File: src/rtl/sysrst_pkg.sv
package sysrst_pkg;

    typedef enum logic [1:0] {
        ST_HOLD  = 2'd0,
        ST_DELAY = 2'd1,
        ST_PULSE = 2'd2,
        ST_RUN   = 2'd3
    } sysrst_st_e;

    // code 0 -> no delay, code k -> 2^(k-1) ticks, saturating at max_k
    function automatic logic [31:0] dly_ticks(input logic [31:0] code,
                                              input logic [31:0] max_k);
        logic [31:0] k;
        k = (code > max_k) ? max_k : code;
        if (k == 32'd0) return 32'd0;
        return 32'd1 << (k - 32'd1);
    endfunction

endpackage

File: src/rtl/sysrst_cond.sv
module sysrst_cond #(
    parameter int N_RAIL = 4,
    parameter int N_GPI  = 4
) (
    input  logic [N_RAIL-1:0] rail_pg,
    input  logic [N_RAIL-1:0] rail_mask,
    input  logic [N_GPI-1:0]  gpi,
    input  logic [N_GPI-1:0]  gpi_mask,
    output logic              all_ok
);
    logic [N_RAIL-1:0] rail_good;
    logic [N_GPI-1:0]  gpi_good;

    for (genvar i = 0; i < N_RAIL; i++) begin : g_rail
        assign rail_good[i] = rail_pg[i] | ~rail_mask[i];
    end

    for (genvar j = 0; j < N_GPI; j++) begin : g_gpi
        assign gpi_good[j] = gpi[j] | ~gpi_mask[j];
    end

    assign all_ok = (&rail_good) & (&gpi_good);
endmodule

File: src/rtl/sysrst_wdog.sv
module sysrst_wdog #(
    parameter int WD_W = 16
) (
    input  logic            clk,
    input  logic            rst_n,
    input  logic            tick_ms,
    input  logic            arm,
    input  logic            wdi,
    input  logic [WD_W-1:0] wd_start,
    input  logic [WD_W-1:0] wd_period,
    output logic            timeout
);
    typedef struct packed {
        logic [WD_W-1:0] cnt;
        logic            wdi_prev;
        logic            to;
    } wd_s;

    wd_s cur_q, nxt_d;
    logic strobe;

    assign strobe = wdi ^ cur_q.wdi_prev;

    always_comb begin
        nxt_d          = cur_q;
        nxt_d.wdi_prev = wdi;
        nxt_d.to       = 1'b0;
        if (!arm) begin
            nxt_d.cnt = wd_start;
        end else if (strobe) begin
            nxt_d.cnt = wd_period;
        end else if (tick_ms) begin
            if (cur_q.cnt <= WD_W'(1)) begin
                nxt_d.to  = 1'b1;
                nxt_d.cnt = wd_start;
            end else begin
                nxt_d.cnt = cur_q.cnt - WD_W'(1);
            end
        end
    end

    always_ff @(posedge clk or negedge rst_n) begin
        if (!rst_n) cur_q <= '0;
        else        cur_q <= nxt_d;
    end

    assign timeout = cur_q.to;
endmodule

File: src/rtl/sysrst_gen.sv
module sysrst_gen
    import sysrst_pkg::*;
#(
    parameter int N_RAIL  = 4,
    parameter int N_GPI   = 4,
    parameter int SEL_W   = 5,
    parameter int DLY_MAX = 16,
    parameter int PW_W    = 15,
    parameter int WD_W    = 16
) (
    input  logic              clk,
    input  logic              rst_n,
    input  logic              tick_ms,
    input  logic [N_RAIL-1:0] rail_pg,
    input  logic [N_RAIL-1:0] rail_mask,
    input  logic [N_GPI-1:0]  gpi,
    input  logic [N_GPI-1:0]  gpi_mask,
    input  logic [SEL_W-1:0]  dly_sel,
    input  logic              pulse_mode,
    input  logic [PW_W-1:0]   pulse_width,
    input  logic              wd_en,
    input  logic [WD_W-1:0]   wd_start,
    input  logic [WD_W-1:0]   wd_period,
    input  logic              wd_recover_sel,
    input  logic [SEL_W-1:0]  gpi_dly_sel,
    input  logic              wdi,
    output logic              sys_rst_n
);
    localparam int CNT_W = (DLY_MAX > PW_W) ? DLY_MAX : PW_W;

    typedef struct packed {
        sysrst_st_e       st;
        logic [CNT_W-1:0] cnt;
        logic             use_alt;
    } ctl_s;

    ctl_s        cur_q, nxt_d;
    logic        all_ok;
    logic        wd_to;
    logic        wd_arm;
    logic [31:0] dly_tgt;
    logic [31:0] pw_eff;
    logic [31:0] cnt_ext;

    sysrst_cond #(.N_RAIL(N_RAIL), .N_GPI(N_GPI)) cond_i (
        .rail_pg   (rail_pg),
        .rail_mask (rail_mask),
        .gpi       (gpi),
        .gpi_mask  (gpi_mask),
        .all_ok    (all_ok)
    );

    assign wd_arm = (cur_q.st == ST_RUN) && wd_en && !pulse_mode;

    sysrst_wdog #(.WD_W(WD_W)) wdog_i (
        .clk       (clk),
        .rst_n     (rst_n),
        .tick_ms   (tick_ms),
        .arm       (wd_arm),
        .wdi       (wdi),
        .wd_start  (wd_start),
        .wd_period (wd_period),
        .timeout   (wd_to)
    );

    assign dly_tgt = dly_ticks(32'(cur_q.use_alt ? gpi_dly_sel : dly_sel), 32'(DLY_MAX));
    assign pw_eff  = (pulse_width == '0) ? 32'd1 : 32'(pulse_width);
    assign cnt_ext = 32'(cur_q.cnt);

    always_comb begin
        nxt_d = cur_q;
        unique case (cur_q.st)
            ST_HOLD: begin
                if (all_ok) begin
                    nxt_d.st      = ST_DELAY;
                    nxt_d.cnt     = '0;
                    nxt_d.use_alt = 1'b0;
                end
            end
            ST_DELAY: begin
                if (!all_ok) begin
                    nxt_d.st      = ST_HOLD;
                    nxt_d.cnt     = '0;
                    nxt_d.use_alt = 1'b0;
                end else if (cnt_ext >= dly_tgt) begin
                    nxt_d.st  = pulse_mode ? ST_PULSE : ST_RUN;
                    nxt_d.cnt = '0;
                end else if (tick_ms) begin
                    nxt_d.cnt = cur_q.cnt + CNT_W'(1);
                end
            end
            ST_PULSE: begin
                if (cnt_ext >= pw_eff) begin
                    nxt_d.st  = ST_RUN;
                    nxt_d.cnt = '0;
                end else if (tick_ms) begin
                    nxt_d.cnt = cur_q.cnt + CNT_W'(1);
                end
            end
            ST_RUN: begin
                if (!all_ok) begin
                    nxt_d.st      = ST_HOLD;
                    nxt_d.cnt     = '0;
                    nxt_d.use_alt = 1'b0;
                end else if (wd_to && !pulse_mode) begin
                    nxt_d.st      = ST_DELAY;
                    nxt_d.cnt     = '0;
                    nxt_d.use_alt = wd_recover_sel;
                end
            end
            default: nxt_d.st = ST_HOLD;
        endcase
    end

    always_ff @(posedge clk or negedge rst_n) begin
        if (!rst_n) begin
            cur_q.st      <= ST_HOLD;
            cur_q.cnt     <= '0;
            cur_q.use_alt <= 1'b0;
        end else begin
            cur_q <= nxt_d;
        end
    end

    assign sys_rst_n = pulse_mode ? (cur_q.st != ST_PULSE) : (cur_q.st == ST_RUN);
endmodule

File: config.mk
export PLATFORM = sky130hd
export DESIGN_NAME = sysrst_gen
export DESIGN_NICKNAME = d
export VERILOG_FILES = /design/src/rtl/sysrst_pkg.sv /design/src/rtl/sysrst_cond.sv /design/src/rtl/sysrst_wdog.sv /design/src/rtl/sysrst_gen.sv
export SDC_FILE = /design/constraint.sdc
export NUM_CORES = 1
export LEC_CHECK = 0
export ABC_AREA = 1
export BUFFER_PORTS_ARGS = -buffer_cell sky130_fd_sc_hd__buf_2
export CAP_MARGIN = 40
export CORE_UTILIZATION = 57
export DETAILED_ROUTE_END_ITERATION = 10
export GPL_ROUTABILITY_DRIVEN = 0
export PLACE_DENSITY = 0.82
export SYNTH_ARGS = -nofsm -noshare
export SYNTH_HDL_FRONTEND = slang
export SYNTH_SLANG_ARGS = --single-unit
export TNS_END_PERCENT = 20
File: constraint.sdc
create_clock -name clk -period 3.8 [get_ports clk]
set_input_delay 0.19 -clock clk [delete_from_list [all_inputs] [get_ports clk]]
set_output_delay 0.19 -clock clk [all_outputs]
set_load 0.005 [all_outputs]
==> key figures, run 1 <==
Finish
  • Area grow syn2layout: 18.41%
  • Filler cells: ~580
  • # diodes: 0
  • Multi-input gate area: roughly 2700 sq um
  • Post-Layout Inst Area: between 4000 and 5000 sq um
  • Register area: between 900 and 1000 sq um
  • Post-layout nets: 820
  • Post-Layout Cell Count: just under 800
  • Share of layout cells above drive strength 1: 0.2142

Drt
  • Iteration-0 DRC Markers: 249
  • Vias: approximately 4,400
  • DR pass1 iterations: 5
  • DR DRC count: 0
  • Post-DR wirelength/cell: roughly 13 microns
  • Final WL: 10.54 mm
  • Via/cell ratio: 5.545
  • Post-DRT Antenna Nets: 0

Power and ir drop
  • Sw Share: 0.3786
  • Clk pwr share: 0.288
  • Peak VDD IR: about 0.17 mV
  • Net Switching: between 400 and 500 uW
  • Cell-internal power: 800.3 uW
  • P_leak: about 2.6 nW
  • Design Power: 1.288 mW
  • Flop pwr share: 0.353
  • Combinational fraction of design power: 0.360
  • PD cells: 274.5 nW/um^2

Global routing
  • Vias in the first global route: 4,051
  • Initial antenna violation count: 0
  • Largest net degree at the start of global routing: 28
  • GRT Total Usage: 0.2997
  • First-pass GRT wire length: around 17 mm
  • GRT overflow: 0

Die
  • Height of the die: between 80 and 90 microns
  • Initial Utilization: 0.5865
  • Site row count: 30
  • Core area: just under 7000 sq um
  • Die area: between 7000 and 8000 sq um
  • Die Width: 85.38 microns
  • Num ports: just over 80

Synth
  • Unique masters post-synth: 40
  • Post-synth top area share: 0.2337
  • Top FF cell, synth: dfrtp_1
  • Seq/Total Area, Yosys: 0.2337
  • Synth Cell Area: slightly below 4000 sq um
  • Register bit total from synthesis: 37
  • Cell count after synthesis: slightly above 600
  • Ys async rst share: 1.000
  • Post-synth EDFFs: 0
  • Synth warn: 0
  • Synth top area cells: dfrtp_1, nand2_1, ha_1
  • Syn nets: ~730
  • Largest area contributor in the netlist: dfrtp_1
  • Syn Area/Cell: around 6.4 sq um

Setup path
  • CP arrival: around 3.8 ns
  • Critical Path RT: 3.97 ns
  • Worst-path fanout max: 8
  • Nature of the critical path endpoint: flop
  • Worst path cell trace: inv_6, nand2_1, nand2_1, nor2_2, nand2_2, nand2_2, nand2_1, ha_1, inv_1, xor2_2, inv_2, nor3_1, nand2_1, ha_1, nand2_1, nor2_1, nand4_1, nor2_1, nand2_1, nand3_4, nand2_8, nand2_1, o21ai_0
  • Worst-path cell with the longest stage delay: dfrtp_2
  • CP most frequent cell: nand2_1
  • Crit-path max cell delay: about 0.45 ns
  • Startpoint Class: flop
  • Critical path class: reg -> reg

Placed design
  • Post-DP HPWL: 8.101 mm
  • Area after DPL: around 4400 sq um
  • # port buffers: 80
  • Dpl cells: 770

Clock tree
  • CTS Sinks: 37
  • Clock slew at reported path FFs: around 0.080 ns
  • Num CTS Buffers: 5
  • Worst skew pair latency: 0.30 ns
  • H-tree levels: 2
  • Root Driver: clkbuf_8
  • CTS tree: built
  • CTS Buffer Depth: 2

Timing
  • Max Clock Skew: around 0.0047 ns
  • Final Critical Period: between 3 and 4 ns
  • Period utilization: 0.9465
  • Fin. Hold Viols: 0
  • Pins Over Slew Limit: 0
  • Slew margin rel.: 0.3855
  • FMAX: 278.0 MHz
  • Final setup violation count: 0
  • Slew @ Worst Pin: just over 0.9 ns

Run status
  • Outcome: finished clean

Flow run
  • Max Cap Violations: 0

Min path
  • Worst hold path class: in -> reg
-- cell usage after synthesis, types with 2 or more instances --
master / count
nand2_1: 192
o211ai_1: 11
nand2_4: 3
a22oi_1: 13
nor4_1: 2
o21ai_1: 3
nor2_2: 5
xnor2_1: 5
clkbuf_1: 2
or2_2: 4
inv_1: 77
nor3_1: 10
nand3_2: 11
xor2_1: 9
buf_4: 2
ha_1: 36
dfrtp_1: 37
inv_2: 4
nand3b_1: 2
a21oi_1: 12
buf_2: 4
nor2_1: 70
a21boi_0: 2
o21ai_0: 24
nand2_2: 9
nand4_1: 12
nand3_1: 42
-- worst max-delay path: cells and delay by family (launching register included) --
family	cells	cell delay, ns
DFF	1	0.45
and+or+nand+nor	16	1.86
AOI/OAI and AO/OA	1	0.09
buffers and inverters	3	0.31
xor gates and xnor gates	1	0.23
adders and majority gates	2	0.52
-- per-stage QoR --
stage               TNS, ns  worst slack (ns)  hold WS (ns)    util
global placement          0            0.2966        0.3266  0.6544
detailed placement        0          0.001265        0.1086  0.6574
floorplan                 0            0.5858       -0.1056       -
CTS                       0           0.04874       0.01321  0.6763
global route         -1.198           -0.1085      0.003013  0.6944
finish                    0            0.2033       0.01186  0.6944
-- cell type report --
| class | instances | area share |
|---|---|---|
| multi-input cells | 488 | 0.5851 |
| clock buffers | 7 | 0.01840 |
| well taps | 80 | 0.02133 |
| inverters | 82 | 0.06667 |
| flip-flops and latches | 37 | 0.1976 |
| repair buffers | 90 | 0.1045 |
| clock inverters | 1 | 0.006400 |
-- registers in the layout, summed over array words and instances, names as in the netlist, named ones only --
signal,cells
cnt_ext,16
cur_q,2
wdog_i.cur_q,17
wdog_i.timeout,1
-- final timing paths --
check	start	depth (start not counted)	end	slack, ns
max	cur_q[0]	23	cnt_ext[12]	0.20
min	wdi	1	wdog_i.cur_q[1]	0.01
max reg2reg	cur_q[0]	23	cnt_ext[12]	0.20
min reg2reg	wdog_i.cur_q[16]	2	wdog_i.cur_q[16]	0.54
max in group asynchronous	rst_n	3	cur_q[0]	3.02
min in group asynchronous	rst_n	2	cnt_ext[13]	0.32
-- layer usage --
metal | share of wire | GRT usage
met4 | 0.029 | 0.1212
met5 | 0 | 0
met1 | 0.40 | 0.3424
met3 | 0.056 | 0.05447
met2 | 0.51 | 0.5506
-- power groups by stage --
stage / sequential, mW / clock [mW] / combinational [mW]
global placement: 0.459 / 0 / 0.408
finish: 0.454 / 0.370 / 0.463
global route: 0.459 / 0.392 / 0.519
detailed placement: 0.460 / 0 / 0.422
floorplan: 0.452 / 0 / 0.292
CTS: 0.453 / 0.371 / 0.430
-- timing repair --
item,in CTS,in global routing
hold buffers,1,0
endpoints found under the hold margin,12,0
gates cloned,0,1
gates resized for setup,1,17
buffers inserted,0,5
pin swaps,0,7
setup endpoints to repair,6,18
-- cells by family after synthesis --
family | count (synthesis) | synth area share
simple gates | 364 | 0.4114
buf+inv | 92 | 0.09630
compound gates | 73 | 0.1140
flops | 37 | 0.2337
fa+ha+maj | 36 | 0.1137
xor+xnor | 14 | 0.03094
-- layout by cell type, fill, tap and decap left out, drive strengths merged, types with 5 or more instances in the layout --
cell / count
nand3: 53
dfrtp: 37
a22oi: 13
o211ai: 11
nand4: 12
nor2: 76
a21oi: 12
nor3: 11
nand2: 205
xor2: 9
clkbuf: 7
buf: 89
ha: 36
xnor2: 5
o21ai: 28
inv: 82
(Power assumes the default switching activity.)
==> inputs of run 2 (changes only) <==
Settings changed: CORE_UTILIZATION 57 to 61, PLACE_DENSITY 0.82 to 0.87.
Clock period 3.8 ns to 4.41 ns, I/O delays scaled along.
==> run 2 against run 1 <==
Register-to-register slack improved by 0.37 ns. Utilization is 4.8 points higher. Highest routed layer unchanged. First-iteration DRC count decreased by 14%. Clock power decreased by 35%.
==> key figures, run 2 (same netlist as run 1, synthesis figures left out) <==
Timing
  • Setup TNS: 0 ns (unchanged)
  • Final setup violation count: 0 (unchanged)
  • Pins Over Slew Limit: 0 (unchanged)
  • Slew margin rel.: 0.4897 (was 0.3855)
  • Final Critical Period: 3.839 ns (was 3.597 ns)
  • Fin. Hold Viols: 0 (unchanged)
  • RSZ-0062 raised after global routing: no
  • FMAX: 260.5 MHz (was 278.0 MHz)
  • Max Clock Skew: 0.01153 ns (was 0.004711 ns)
  • Period utilization: 0.8706 (was 0.9465)
  • Slew @ Worst Pin: 0.7629 ns (was 0.9157 ns)
  • Setup slack after layout: 0.5707 ns (was 0.2033 ns)

Drt
  • Vias: 4,303 (was 4,353)
  • DR pass1 iterations: 7 (was 5)
  • Final WL: 10.31 mm (was 10.54 mm)
  • Iteration-0 DRC Markers: 214 (was 249)
  • Post-DR wirelength/cell: 13.32 microns (was 13.42 microns)
  • Post-DRT Antenna Nets: 0 (unchanged)
  • Via/cell ratio: 5.559 (was 5.545)
  • DR DRC count: 0 (unchanged)

Clock tree
  • CTS Hold Bufs: 1 (unchanged)
  • CTS Buffer Depth: 2 (unchanged)
  • CTS tree: built (unchanged)
  • Worst skew pair latency: 0.30 ns (about the same)
  • H-tree levels: 2 (unchanged)
  • CTS resizes: 0 (was 1)
  • Root Driver: clkbuf_8 (unchanged)
  • CTS Sinks: 37 (unchanged)
  • Num CTS Buffers: 5 (unchanged)
  • Total setup buffers inserted after CTS: 0 (unchanged)
  • Clock slew at reported path FFs: 0.07 ns (was 0.08 ns)

Die
  • Num ports: 81 (unchanged)
  • Die Width: 82.60 microns (was 85.38 microns)
  • Die area: 6822 sq um (was 7289 sq um)
  • Site row count: 28 (was 30)
  • Core area: 6096 sq um (was 6756 sq um)
  • Initial Utilization: 0.6500 (was 0.5865)
  • Height of the die: 82.60 microns (was 85.38 microns)

Placed design
  • # port buffers: 80 (unchanged)
  • Post-DP HPWL: 8.046 mm (was 8.101 mm)
  • Pre-CTS setup slack: 0.7036 ns (was 0.001265 ns)

Min path
  • Worst hold path class: in -> reg (unchanged)

Setup path
  • Nature of the critical path endpoint: flop (unchanged)
  • Critical Path RT: 4.65 ns (was 3.97 ns)
  • Startpoint Class: flop (unchanged)
  • Critical path class: reg -> reg (unchanged)
  • CP arrival: 4.08 ns (was 3.77 ns)
  • Worst-path fanout max: 16 (was 8)

Finish
  • Most frequent cells in the layout: nand2_1, buf_2, inv_1 (unchanged)
  • Top register by number of flip-flops: wdog_i.cur_q (unchanged)
  • Commonest non-fill, non-tap cell in the layout: nand2_1 (unchanged)
  • # diodes: 0 (unchanged)
  • Post-layout nets: 814 (was 820)
  • Max reg flops: 17 (unchanged)
  • Area grow syn2layout: 14.21% (was 18.41%)
  • Share of layout cells above drive strength 1: 0.1860 (was 0.2142)

Global routing
  • Vias in the first global route: 3,892 (was 4,051)
  • GRT overflow: 0 (unchanged)
  • First-pass GRT wire length: 16.80 mm (was 17.47 mm)
  • Largest net degree at the start of global routing: 32 (was 28)
  • Initial antenna violation count: 0 (unchanged)
  • GRT Total Usage: 0.3193 (was 0.2997)

Power and ir drop
  • P_leak: 2.510 nW (was 2.574 nW)
  • Peak VDD IR: 0.1543 mV (was 0.1717 mV)
  • PD cells: 220.8 nW/um^2 (was 274.5 nW/um^2)

Flow run
  • Max Cap Violations: 0 (unchanged)

Run status
  • Outcome: finished clean (unchanged)
## run 2: worst max-delay path, stage by stage (launching register included)
cell and delay (ns):
dfrtp_1 0.53, inv_6 0.08, nand2_1 0.06, nand2_1 0.11, nor2_2 0.16, nand2_1 0.10
nand2_1 0.11, nand2_1 0.13, ha_1 0.24, inv_1 0.09, xor2_1 0.27, inv_1 0.16
nor3_1 0.27, nand2_1 0.11, ha_1 0.30, a21oi_1 0.13, nor2_1 0.05, nor2_1 0.08
nand2_1 0.06, nand2_1 0.05, nand2_1 0.05, nand2_1 0.09, nand3_2 0.12, nand2_4 0.22
o21ai_0 0.12, nand2_1 0.07
## run 2: final timing paths
path                       slack, ns         endpoint  cells after the start      start
min in group asynchronous       0.32      cnt_ext[14]                      2      rst_n
max reg2reg                     0.57      cnt_ext[14]                     25   cur_q[0]
min reg2reg                     0.54        cur_q[17]                      2  cur_q[17]
max                             0.57      cnt_ext[14]                     25   cur_q[0]
min                             0.05  wdog_i.cur_q[1]                      1        wdi
max in group asynchronous       3.65       cnt_ext[8]                      3      rst_n
## run 2: stage by stage
step	utilization	total power, mW	instance area [sq um]	std cells	hold slack (ns)
3_3_place_gp	0.7231	0.7436	4408	763	0.3540
2_1_floorplan	-	0.6413	3963	616	-0.07509
6_report	0.7424	0.9993	4526	774	0.04826
4_1_cts	0.7424	0.9936	4526	774	0.04905
5_1_grt	0.7424	1.064	4526	774	0.03724
3_5_place_dp	0.7276	0.7578	4436	765	0.08268
## run 2: final cells by class
class                           instances  area (sq um)
Inverter                               82         312.8
Tap cell                               75         93.84
Timing Repair Buffer                   85         452.9
Multi-Input combinational cell        487          2660
Clock buffer                            8         80.08
Sequential cell                        37         925.9
Fill cell                             503          1570
## run 2: report_power, final
group          total, mW  switching, mW  internal [mW]
logic              0.369          0.237          0.132
clock network      0.240          0.128          0.113
registers          0.390         0.0284          0.362
total              0.999          0.393          0.606
## run 2: layer usage
metal  part of all wire  vias up  GRT usage  wire [microns]
met2               0.50      170     0.5736            5161
met5                  0        -          0               0
met4              0.019        0     0.1224             195
met1               0.41     1943     0.3766            4251
li1                   -     2166          -               -
met3              0.068       24    0.05604             698
